File: config.mk
export PLATFORM = sky130hd
export DESIGN_NAME = pwd_seq
export DESIGN_NICKNAME = d
export VERILOG_FILES = /design/src/rtl/pwd_unlock_pkg.sv /design/src/rtl/pwd_seq.sv
export SDC_FILE = /design/constraint.sdc
export NUM_CORES = 1
export LEC_CHECK = 0
export BUFFER_PORTS_ARGS = -buffer_cell sky130_fd_sc_hd__buf_4
export CELL_PAD_IN_SITES_DETAIL_PLACEMENT = 1
export CELL_PAD_IN_SITES_GLOBAL_PLACEMENT = 1
export CORE_ASPECT_RATIO = 1.4
export CORE_MARGIN = 4
export CORE_UTILIZATION = 29
export DETAILED_ROUTE_END_ITERATION = 8
export MAX_ROUTING_LAYER = met4
export PLACE_DENSITY_LB_ADDON = 0.1
export SYNTH_ARGS = -nofsm -noshare
export SYNTH_HDL_FRONTEND = slang
export SYNTH_SLANG_ARGS = --single-unit
File: constraint.sdc
create_clock -name clk -period 1.8 [get_ports clk]
set_clock_uncertainty 0.05 [all_clocks]
set_input_delay 0.27 -clock clk [delete_from_list [all_inputs] [get_ports clk]]
set_output_delay 0.27 -clock clk [all_outputs]
set_load 0.03 [all_outputs]
File: src/rtl/pwd_unlock_pkg.sv
package pwd_unlock_pkg;
    localparam int unsigned PROG_CODE = 32'h00A0;
    localparam int unsigned HDR_CODE  = 32'h0025;
    localparam int unsigned TRL_CODE  = 32'h0029;

    typedef enum logic [2:0] {
        ST_IDLE,
        ST_PROG,
        ST_HDR,
        ST_WORDS,
        ST_TRAIL
    } seq_state_e;
endpackage

File: src/rtl/pwd_seq.sv
module pwd_seq
    import pwd_unlock_pkg::*;
#(
    parameter int ADDR_W    = 8,
    parameter int WORD_W    = 16,
    parameter int NUM_WORDS = 4
) (
    input  logic                              clk,
    input  logic                              rst_n,
    input  logic                              mode_active,
    input  logic                              wr_en,
    input  logic [ADDR_W-1:0]                 wr_addr,
    input  logic [WORD_W-1:0]                 wr_data,
    input  logic [NUM_WORDS-1:0][WORD_W-1:0]  words,
    output logic                              prog_we,
    output logic [$clog2(NUM_WORDS)-1:0]      prog_idx,
    output logic                              unlocked
);
    localparam int IDX_W = $clog2(NUM_WORDS);
    localparam int CNT_W = $clog2(NUM_WORDS + 1);

    typedef struct packed {
        seq_state_e           state;
        logic [NUM_WORDS-1:0] seen;
        logic [NUM_WORDS-1:0] hit;
        logic                 bad;
        logic [CNT_W-1:0]     cnt;
        logic                 unlocked;
    } seq_t;

    seq_t              s_d, s_q;
    logic              addr_word_ok;
    logic              addr_zero;
    logic [IDX_W-1:0]  idx;

    always_comb begin
        s_d          = s_q;
        idx          = wr_addr[IDX_W-1:0];
        addr_word_ok = (wr_addr >> IDX_W) == '0;
        addr_zero    = wr_addr == '0;
        prog_we      = 1'b0;
        prog_idx     = idx;
        if (!mode_active) begin
            s_d.state = ST_IDLE;
        end else if (wr_en) begin
            case (s_q.state)
                ST_IDLE: begin
                    if (wr_data == WORD_W'(PROG_CODE)) begin
                        s_d.state = ST_PROG;
                    end else if (addr_zero && wr_data == WORD_W'(HDR_CODE)) begin
                        s_d.state = ST_HDR;
                    end
                end
                ST_PROG: begin
                    prog_we   = addr_word_ok;
                    s_d.state = ST_IDLE;
                end
                ST_HDR: begin
                    if (addr_zero && wr_data == WORD_W'(NUM_WORDS - 1)) begin
                        s_d.state = ST_WORDS;
                        s_d.seen  = '0;
                        s_d.hit   = '0;
                        s_d.bad   = 1'b0;
                        s_d.cnt   = '0;
                    end else begin
                        s_d.state = ST_IDLE;
                    end
                end
                ST_WORDS: begin
                    if (!addr_word_ok || s_q.seen[idx]) begin
                        s_d.bad = 1'b1;
                    end else begin
                        s_d.seen[idx] = 1'b1;
                        s_d.hit[idx]  = (wr_data == words[idx]);
                    end
                    s_d.cnt = s_q.cnt + 1'b1;
                    if (s_d.cnt == CNT_W'(NUM_WORDS)) begin
                        s_d.state = ST_TRAIL;
                    end
                end
                ST_TRAIL: begin
                    if (addr_zero && wr_data == WORD_W'(TRL_CODE)) begin
                        s_d.unlocked = (&s_q.seen) && (&s_q.hit) && !s_q.bad;
                    end
                    s_d.state = ST_IDLE;
                end
                default: s_d.state = ST_IDLE;
            endcase
        end
    end

    always_ff @(posedge clk or negedge rst_n) begin
        if (!rst_n) begin
            s_q.state    <= ST_IDLE;
            s_q.seen     <= '0;
            s_q.hit      <= '0;
            s_q.bad      <= 1'b0;
            s_q.cnt      <= '0;
            s_q.unlocked <= 1'b0;
        end else begin
            s_q <= s_d;
        end
    end

    assign unlocked = s_q.unlocked;
endmodule

# Yosys cells after proc, flatten, opt, wreduce, memory -nomap -nowiden

Index checks and enable logic that the tools add are counted.

Bits in registers: 16
Word-level logic and storage cells: 69
Output and inout port bits: 4
Input bits: 92

Reduce and logical (&&, ||, !) cells: 20
Add/sub/neg operators: 1
Bitwise logic cells: 1
Muxes and demuxes: 23
$lt $le $gt $ge: 2
Eq/ne operators: 16

Operator list:

| kind                                                                    | count |
|---|---|
| 16-bit binary-select mux with 2-bit select                              | 1 |
| 16-bit by 6-bit equality test with 1-bit output (second input constant) | 2 |
| 16-bit two-way mux                                                      | 2 |
| 12-bit one-hot mux with 2 select lines                                  | 1 |
| 16-bit equality test                                                    | 1 |
| 16-bit by 2-bit equality test with 1-bit output (second input constant) | 1 |
| 16-bit by 8-bit equality test with 1-bit output (second input constant) | 1 |
| 8-bit logical NOT                                                       | 2 |
| 4-bit AND reduction                                                     | 4 |
| 12-bit two-way mux                                                      | 1 |
| 3-bit two-way mux                                                       | 4 |
| 5-bit AND reduction                                                     | 2 |
| 3-bit one-hot mux with 3 select lines                                   | 1 |
| 1-bit two-way mux                                                       | 8 |
| 8-bit two-way mux                                                       | 1 |
| 3-bit by 2-bit equality test with 1-bit output (second input constant)  | 2 |
| 3-bit equality test (second input constant)                             | 2 |
| 1-bit logical AND                                                       | 6 |
| 2-bit inequality test (second input constant)                           | 3 |
| 4-bit bitwise mux                                                       | 1 |
| 4-bit inequality test (second input constant)                           | 1 |
| 4-bit OR                                                                | 1 |
| 3-bit by 1-bit adder with 3-bit output (second input constant)          | 1 |
| 3-bit by 1-bit equality test with 1-bit output (second input constant)  | 1 |
| 12 further kinds                                                        | 13 |

# Longest topological paths before layout

Depth in word-level cells: 9
Gate-level depth with buffers: 8
Gate-level depth less buffers: 7

# Worst setup path after synthesis

Ideal clock, no wire load.

Path type: input-to-reg
Start: input wr_addr[1]
End: register s_q[5] (netlist bit)
Data arrival time: 1,841 ps
Library setup time: 123 ps
Stages on the path: 6
Setup slack: -214 ps
Buffers on the path: 1
Path through: buf_2 -> mux4_2 -> nor3_1 -> a21oi_2 -> or4_4 -> mux2i_1

Cells in the longest elaborated chain, start to end: 7

RTL lines:

| element                                                                                                                                              | line          | RTL |
|---|---|---|
| start: declaration                                                                                                                                   | pwd_seq.sv:12 | `input logic [ADDR_W-1:0] wr_addr,` |
| 2-bit by 3-bit less-than comparator with 1-bit output (not written as such) / 2-bit by 1-bit >= comparator with 1-bit output (equally long branches) | pwd_seq.sv:74 | `s_d.hit[idx] = (wr_data == words[idx]);` |
| 1-bit logical AND (not written as such)                                                                                                              | pwd_seq.sv:74 |  |
| 1-bit two-way mux (not written as such)                                                                                                              | pwd_seq.sv:74 |  |
| 1-bit demux with 2-bit select                                                                                                                        | pwd_seq.sv:74 |  |
| 4-bit bitwise mux                                                                                                                                    | pwd_seq.sv:74 |  |
| 8-bit two-way mux                                                                                                                                    | pwd_seq.sv:70 | `if (!addr_word_ok \|\| s_q.seen[idx]) begin` |
| 12-bit one-hot mux with 2 select lines                                                                                                               | pwd_seq.sv:46 | `case (s_q.state)` |
| end: declaration                                                                                                                                     | pwd_seq.sv:31 | `seq_t s_d, s_q;` |

Several ways; a longest one is shown, not always the timed one. The select of a mux whose other input is x is not followed.
A chain may end at the register's enable or synchronous reset.

# Final worst setup path

Start: register s_q[12] (netlist bit)
End: register s_q[5] (netlist bit)

Cells in the longest elaborated chain, start to end: 5

RTL lines:

| element                                   | line |
|---|---|
| 1-bit binary-select mux with 2-bit select | pwd_seq.sv:70 |
| 1-bit two-way mux (not written as such)   | pwd_seq.sv:70 |
| 1-bit logical OR                          | pwd_seq.sv:70 |
| 2-bit inequality test (no line)           | -- |
| 5-bit AND reduction (no line)             | -- |

No other way between the ends. The select of a mux whose other input is x is not followed.

==> flow_summary.ini <==
[run_status]
status = complete, but fails checks
violations = setup timing

[worst_setup_path]
critPathSlowestCell = mux4_2
crit_chain = mux4_2 > nor3_4 > a21oi_2 > or4_4 > mux2i_1
critical_path_class = reg -> reg
endpoint_kind = register
cp_data_required_time_ns = 1.92
cpPeakStageDelay_ns = 0.53
cp_data_arrival_time_ns = 2.00
start_kind = register
critPathMaxFanout = 2

[layout]
final_common_cell = buf_4
syn2layout_area_growth_pct = 82.8
fin_nets = 399
drive_gt1_frac = 0.664
seq_area_um2 = 400
multi_input_area_um2 = 1360
fillerInstances = 650
layout_common_cells = buf_4 (142), mux4_2 (16), dfrtp_1 (16)
n_antenna_cell = 0

[drt]
drt_pass1_iterations = 4
top_layer = met4
ant_nets = 0
wl_met3_um = 427
drc_errors = 0
wl_met1_um = 2330
wl_per_cell_um = 17.0
vias = 1928
via_per_inst = 5.18
drt-initial-drc-count = 93
met2_length_um = 3500
totalWireLength_um = 6320

[synth]
yosys_warnings = 0
synth_cell_types = 50
synthMuxAreaShare = 0.255
synthAdderAreaFrac = 0.0147
yosysSeqAreaShare = 0.235
ys_ff_latch = 16
synth_area_um2 = 1710
synth_top_family_by_area = multiplexers
yosys.area_share.simple = 0.248
synth-compound-area-share = 0.106
syn-instance-count = 160
synth_xor_area_frac = 0.0917
ys_async_sr_fraction = 1.00
synthesis.nets = 254
synth-main-ff-cell = dfrtp_1
synth_edf_count = 0
syn_area_per_cell_um2 = 10.7

[clock_network]
cts_sinks = 16
htree_levels = 1
clk_pin_slew_worst_paths_ns = 0.07
worst_skew_pair.late_latency_ns = 0.25
cts_tree = yes
ctsRootBufferMaster = clkbuf_8
numCtsBuffers = 3
clock_path_buffers = 2

[floorplan]
die_y_um = 98.7
initial_core_util = 0.304
die-width_um = 72.8
die_area_um2 = 7190
rows = 32
coreArea_um2 = 5610
io_pins = 96

[grt]
antenna_found_initial = 0
grt.total_usage = 0.189
grt_overflow_total = 0
grt_pass1_vias = 2222
grt_start_max_net_pins = 17
grt_pass1_wl_um = 10400

[timing]
setup_violations = 6
fin_hold_ws_ns = 0.252
final_hold_viol_count = 0
min_period_ns = 1.88
setup_ws_ns = -0.0832
fmax_ghz = 0.531
tns_ns = -0.176
worst_slew_pin_slew_ns = 0.415
rsz0062_at_grt = true
fin_crit_sh = 1.05
maxSlewViolCount = 0
slew_headroom = 0.721

[job]
cap_violations = 0

[power]
power.total_uw = 1160
power-per-cell-area_nw_per_um2 = 373
ir_worst_vdd_mv = 0.179
leakage_uw = 0.00145

[placement]
gp_congestion = 0.814
port_buffers = 95
hpwl_um = 5380

[worst_hold_path]
hp-class = in -> reg
-- registers in the layout (all words and copies together) (netlist names) --
| name | count |
|---|---|
| s_q | 15 |
| unlocked | 1 |
-- Yosys cell counts (3+ instances only) --
cell      number  area (µm²)
nor2_1         9        33.8
nor2b_1        5        31.3
nor3_1         7        35.0
and2_1         3        18.8
a21oi_1        3        15.0
buf_2          5        25.0
o31ai_1        4        30.0
o211ai_1       3        22.5
xnor2_1       15         131
o21ai_0        5        25.0
nor4_1         3        18.8
mux4_1         5         131
nand3_1        6        30.0
nand2_1        9        33.8
nand4_1        6        37.5
mux4_2        12         270
nand2b_1       4        25.0
dfrtp_1       16         400
o21ai_1        3        15.0
-- metal layers --
metal	GRT usage	vias up
met5	-	-
met4	0.0341	0
met3	0.0347	6
met2	0.346	73
met1	0.210	940
li1	-	909
-- logic make-up (layout without fill, tap and decap cells) --
family          after synthesis  after routing
compound gates               27             27
buf+inv                      13            157
flops                        16             16
simple gates                 65             65
mux                          20             20
fa+ha+maj                     2              2
xor+xnor                     17             17
-- worst paths after layout --
check | startpoint | slack [ns] | cells after the start | end
min reg2reg | s_q[6] | 0.46 | 1 | s_q[6]
min in group asynchronous | rst_n | 0.37 | 2 | s_q[2]
max reg2reg | s_q[12] | -0.08 | 5 | s_q[5]
min | mode_active | 0.25 | 3 | s_q[14]
max in group asynchronous | rst_n | 1.15 | 2 | s_q[6]
max | s_q[12] | -0.08 | 5 | s_q[5]
-- stage by stage --
stage | instance area (µm²) | util | worst slack, ns | cells
finish | 3120 | 0.556 | -0.0832 | 372
global route | 3120 | 0.556 | -0.153 | 372
CTS | 3060 | 0.547 | -0.103 | 371
detailed placement | 2780 | 0.496 | -0.532 | 358
global placement | 2780 | 0.496 | -0.521 | 358
floorplan | 1720 | - | -0.174 | 160
-- where the power goes --
part	internal [µW]	switching, µW	total (µW)
sequential	361	1.48	362
clock	194	126	320
combinational	310	169	479
-- worst max-delay path: cells and delay by family, from the launching register on --
| family | cells | cell delay [ns] |
|---|---|---|
| muxes | 2 | 0.71 |
| and+or+nand+nor | 2 | 0.60 |
| DFF | 1 | 0.38 |
| AOI/OAI and AO/OA | 1 | 0.06 |
-- cell type report --
class                           count  area share
Sequential cell                    16       0.128
Multi-Input combinational cell    131       0.437
Clock buffer                        4      0.0177
Tap cell                           68      0.0273
Inverter                            2     0.00241
Timing Repair Buffer              151       0.387
-- repair_timing --
| action | 4_1_cts | 5_1_grt |
|---|---|---|
| hold endpoints to repair | 16 | 0 |
| setup buffers | 7 | 1 |
| hold buffers | 1 | 0 |
| endpoints found under the setup margin | 11 | 15 |
| resized for setup | 27 | 14 |
| pin swaps | 21 | 3 |
| cloned | 1 | 0 |
Note: power is estimated with default switching activity, not from simulation.
